## src/rtl/hzc_pkg.sv

```systemverilog
package hzc_pkg;
    typedef struct packed {
        logic fetch_hold;
        logic dec_hold;
        logic dec_flush;
        logic exe_flush;
    } hzc_ctrl_t;
endpackage

```

## src/rtl/hzc_load_use.sv

```systemverilog
module hzc_load_use #(
    parameter int OP_W  = 4,
    parameter int REG_W = 4,
    parameter int NSRC  = 2,
    parameter logic [OP_W-1:0]  OP_LOAD = 4'h5,
    parameter logic [OP_W-1:0]  OP_POP  = 4'hB,
    parameter logic [REG_W-1:0] NO_REG  = 4'hF
) (
    input  logic [OP_W-1:0]             exe_op,
    input  logic [REG_W-1:0]            exe_dst,
    input  logic [NSRC-1:0][REG_W-1:0]  srcs,
    output logic                        hit
);
    logic [NSRC-1:0] src_match;
    logic            reads_mem;
    logic            dst_real;

    for (genvar i = 0; i < NSRC; i++) begin : g_src
        assign src_match[i] = (srcs[i] == exe_dst);
    end

    assign reads_mem = (exe_op == OP_LOAD) || (exe_op == OP_POP);
    assign dst_real  = (exe_dst != NO_REG);
    assign hit       = reads_mem && dst_real && (|src_match);
endmodule

```

## src/rtl/hzc_ret_track.sv

```systemverilog
module hzc_ret_track #(
    parameter int OP_W   = 4,
    parameter int NSTAGE = 3,
    parameter logic [OP_W-1:0] OP_RET = 4'h9
) (
    input  logic [NSTAGE-1:0][OP_W-1:0] stage_ops,
    output logic                        ret_busy
);
    logic [NSTAGE-1:0] is_ret;

    for (genvar s = 0; s < NSTAGE; s++) begin : g_stage
        assign is_ret[s] = (stage_ops[s] == OP_RET);
    end

    assign ret_busy = |is_ret;
endmodule

```

## src/rtl/hzc_mispredict.sv

```systemverilog
module hzc_mispredict #(
    parameter int OP_W = 4,
    parameter logic [OP_W-1:0] OP_JXX = 4'h7
) (
    input  logic [OP_W-1:0] exe_op,
    input  logic            cond_true,
    output logic            wrong_path
);
    assign wrong_path = (exe_op == OP_JXX) && !cond_true;
endmodule

```

## src/rtl/hazard_ctl.sv

```systemverilog
module hazard_ctl #(
    parameter int OP_W  = 4,
    parameter int REG_W = 4,
    parameter logic [OP_W-1:0]  OP_LOAD = 4'h5,
    parameter logic [OP_W-1:0]  OP_POP  = 4'hB,
    parameter logic [OP_W-1:0]  OP_JXX  = 4'h7,
    parameter logic [OP_W-1:0]  OP_RET  = 4'h9,
    parameter logic [REG_W-1:0] NO_REG  = 4'hF
) (
    input  logic [OP_W-1:0]  dec_op,
    input  logic [OP_W-1:0]  exe_op,
    input  logic [OP_W-1:0]  mem_op,
    input  logic [REG_W-1:0] exe_dst_mem,
    input  logic [REG_W-1:0] dec_src_a,
    input  logic [REG_W-1:0] dec_src_b,
    input  logic             exe_cond_true,
    output logic             fetch_stall,
    output logic             dec_stall,
    output logic             dec_bubble,
    output logic             exe_bubble
);
    import hzc_pkg::*;

    localparam int NSRC   = 2;
    localparam int NSTAGE = 3;

    logic [NSRC-1:0][REG_W-1:0]  srcs;
    logic [NSTAGE-1:0][OP_W-1:0] stage_ops;
    logic       lu_hit;
    logic       ret_busy;
    logic       wrong_path;
    hzc_ctrl_t  ctrl_d;

    assign srcs      = {dec_src_b, dec_src_a};
    assign stage_ops = {mem_op, exe_op, dec_op};

    hzc_load_use #(
        .OP_W(OP_W), .REG_W(REG_W), .NSRC(NSRC),
        .OP_LOAD(OP_LOAD), .OP_POP(OP_POP), .NO_REG(NO_REG)
    ) u_lu (
        .exe_op  (exe_op),
        .exe_dst (exe_dst_mem),
        .srcs    (srcs),
        .hit     (lu_hit)
    );

    hzc_ret_track #(
        .OP_W(OP_W), .NSTAGE(NSTAGE), .OP_RET(OP_RET)
    ) u_ret (
        .stage_ops (stage_ops),
        .ret_busy  (ret_busy)
    );

    hzc_mispredict #(
        .OP_W(OP_W), .OP_JXX(OP_JXX)
    ) u_mp (
        .exe_op     (exe_op),
        .cond_true  (exe_cond_true),
        .wrong_path (wrong_path)
    );

    // Priority: a load-to-use hold outranks the return flush on decode;
    // a mispredict flushes regardless of any return behind it.
    always_comb begin
        ctrl_d            = '0;
        ctrl_d.fetch_hold = lu_hit || ret_busy;
        ctrl_d.dec_hold   = lu_hit;
        ctrl_d.exe_flush  = lu_hit || wrong_path;
        if (wrong_path) begin
            ctrl_d.dec_flush = 1'b1;
        end else if (ret_busy && !lu_hit) begin
            ctrl_d.dec_flush = 1'b1;
        end
    end

    assign fetch_stall = ctrl_d.fetch_hold;
    assign dec_stall   = ctrl_d.dec_hold;
    assign dec_bubble  = ctrl_d.dec_flush;
    assign exe_bubble  = ctrl_d.exe_flush;
endmodule

```

## config.mk

```make
export PLATFORM = sky130hd
export DESIGN_NAME = hazard_ctl
export DESIGN_NICKNAME = d
export VERILOG_FILES = /design/src/rtl/hzc_pkg.sv /design/src/rtl/hzc_load_use.sv /design/src/rtl/hzc_ret_track.sv /design/src/rtl/hzc_mispredict.sv /design/src/rtl/hazard_ctl.sv
export SDC_FILE = /design/constraint.sdc
export NUM_CORES = 1
export LEC_CHECK = 0
export BUFFER_PORTS_ARGS = -buffer_cell sky130_fd_sc_hd__buf_2
export CORE_AREA = 2 2 39 41
export DETAILED_ROUTE_END_ITERATION = 6
export DIE_AREA = 0 0 41 43
export PLACE_DENSITY = 0.45
export SLEW_MARGIN = 5
export SYNTH_ARGS = -nofsm -noshare
export SYNTH_HDL_FRONTEND = slang
export SYNTH_SLANG_ARGS = --single-unit
```

## constraint.sdc

```tcl
create_clock -name vclk -period 2.4
set_clock_uncertainty 0.1 [all_clocks]
set_input_delay 0.48 -clock vclk [all_inputs]
set_output_delay 0.48 -clock vclk [all_outputs]
set_load 0.01 [all_outputs]
```

==> summary.md <==
| Metric | Value |
|---|---|
| CP startpoint kind | input pin |
| Antenna violations before repair | 0 |
| Peak supply drop | between 0.05 and 0.06 mV |
| Unique cell type count in the Yosys netlist | 12 |
| Total congestion overflow | 0 |
| # fillers | 153 |
| Synth Cell Area | just under 200 sq um |
| Die width | 41 um |
| Status | finished clean |
| Final setup violation count | 0 |
| FF/Latch Area | 0 sq um |
| Crit path buf inv count | 3 |
| Area of the multi-input gates | ~190 sq um |
| Row count | 14 |
| Setup ws final | roughly 0.31 ns |
| Worst path slowest cell | nor4_2 |
| Max incr delay on CP | between 0.2 and 0.3 ns |
| Top cells by area, synth | xor2_1 (35%), nor4bb_1 (15%), nor4_2 (13%), o2111ai_2 (7.6%), nand4_1 (6.3%) |
| Largest net degree at the start of global routing | 5 |
| Initial Util | between 10 and 15% |
| First-pass GRT wire length | roughly 800 um |
| Max-Cap Viols | 0 |
| Die area | about 0.0018 sq mm |
| Drt drc | 0 |
| Measured slew at the worst slew-check pin | slightly below 0.3 ns |
| Worst path top cell family by delay | buffers and inverters |
| Leakage | 0.000200 uW |
| Cts hold-fix bufs | 0 |
| Most frequent CP cell | buf_2 |
| DR pass1 iterations | 2 |
| Vert. Die Dim | about 43 um |
| Post-synthesis cell count | 25 |
| Largest family of logic cells by synthesized area | simple AND/OR/NAND/NOR gates |
| Vias per cell | roughly 4.1 |
| Total track usage | roughly 6% |
| Share of the synthesized area in the top cell type | roughly 35% |
| Fin crit period | around 2.1 ns |
| Core occupancy in the finished layout | around a quarter |
| Nets | 81 |
| Via count of the first global-routing pass | between 200 and 250 |
| Leading area contributor after synthesis | xor2_1 |
| Dpl cells | 70 |
| RePlAce Congestion | roughly 0.6 |
| Ports | 29 |
| Post-DP HPWL | 551 um |
| Power Density | approximately 150 mW/mm^2 |
| Unrepaired setup endpoints after global routing | false |
| Final Non-Filler Cells | 70 |
| Hold WC Path Type | in -> out |
| Synth Area in XOR/XNOR | 35.4% |
| CP required | around 1.8 ns |
| Final Hold Fails | 0 |
| Register area share after synthesis | 0% |
| Layout cell share with drive strength beyond 1 | a little over three fifths |
| Synth warn | 0 |
| Max FO, Critical Path | 3 |
| Final ANT Viol Nets | 0 |
| Drt total wl | 607 um |
| Slew Viols, Final | 0 |
| Crit share post-route | between 80% and 90% |
| Crit Path Category | in -> out |
| Synth-to-layout area growth | 83.5% |
| PortBufs | 29 |
| Highest Clock Rate | around 0.48 GHz |
| Total Neg Setup Slack | 0 ns |
| CP arrival | ~1.5 ns |
| Worst setup EP type | output port |
| Core area | around 0.0014 sq mm |
| Iter 0 DRT Violations | 1 |
| Complex-gate fraction of the synthesized area | between 10% and 20% |
| Synth Area in Adders | 0% |
| Seq_cells | 0 |
| Net Count, Synth | 50 |
| Post-DR wirelength/cell | a little under 9 um |
| Critical-path cell list | buf_2, xor2_1, nor4_2, o2111ai_2, inv_2, a21oi_2, buf_2 |
| CLK BUF | 0 |
| Mux contribution to synthesized area | 0% |
| Vias | roughly 290 |
| Slew headroom | between 80% and 90% |
| Pre-CTS setup slack | roughly 0.29 ns |
| Mean Syn Cell Area | roughly 7.9 sq um |
| Post-CTS setup-driven buffer insertion count | 0 |
| PostCTS Resize Cnt | 0 |
| Simple-Gate Fraction of Synth Area | ~47% |
| ANT cells | 0 |
synthesized netlist by cell type:
library cell,instances
nor4bb_1,3
nand4_1,2
inv_2,1
a21oi_2,1
nor2_1,1
nor3_1,1
nand2_1,3
o2111ai_2,1
o22ai_1,1
xor2_1,8
nand2b_1,1
nor4_2,2
cells in the final DEF (no fill, tap or decap):
master     netlist  final
nand2_1          3      3
buf_2            0     29
nand4_1          2      2
nor3_1           1      1
a21oi_2          1      1
nand2b_1         1      1
o22ai_1          1      1
nor4_2           2      2
o2111ai_2        1      1
nor4bb_1         3      3
inv_2            1      1
nor2_1           1      1
xor2_1           8      8
cells by family (layout without fill, tap and decap cells):
logic type             count (synthesis)  count (layout)
AO/OA/AOI/OAI                          3               3
XOR/XNOR                               8               8
buffers and inverters                  1              30
AND/OR/NAND/NOR                       13              13
power breakdown:
group | switching [uW] | internal, uW
registers | 0 | 0
clock network | 0 | 0
logic | 25.0 | 29.0
total | 25.0 | 29.0
area by class of cell:
type,instances,area share (%)
tap,16,5.52
multi-input combinational,24,53.4
inverter,1,1.03
timing repair buffer,29,40.0
path summary, 6_finish.rpt:
path / depth (start not counted) / endpoint / slack [ns] / startpoint
worst max-delay path: 7 / dec_bubble / 0.31 / exe_dst_mem[1]
worst min-delay path: 4 / dec_stall / 1.23 / exe_op[0]
metrics by stage:
| step | total power, uW | area, sq um | hold WS [ns] |
|---|---|---|---|
| final | 54.0 | 363 | 1.23 |
| after global routing | 59.6 | 363 | 1.26 |
| after CTS | 54.8 | 363 | 1.24 |
| after detailed placement | 54.5 | 363 | 1.24 |
| after global placement | 54.3 | 363 | 1.23 |
| after floorplan | 23.7 | 198 | 0.979 |
layer usage:
| metal | vias up | part of all wire (%) | track usage, % |
|---|---|---|---|
| li1 | 154 | - | - |
| met1 | 110 | 43 | 9.49 |
| met2 | 23 | 43 | 9.69 |
| met3 | 0 | 14 | 0 |
| met4 | 0 | 0 | 0 |
| met5 | - | 0 | 0 |
No activity file was read; power rests on OpenSTA's default activity.
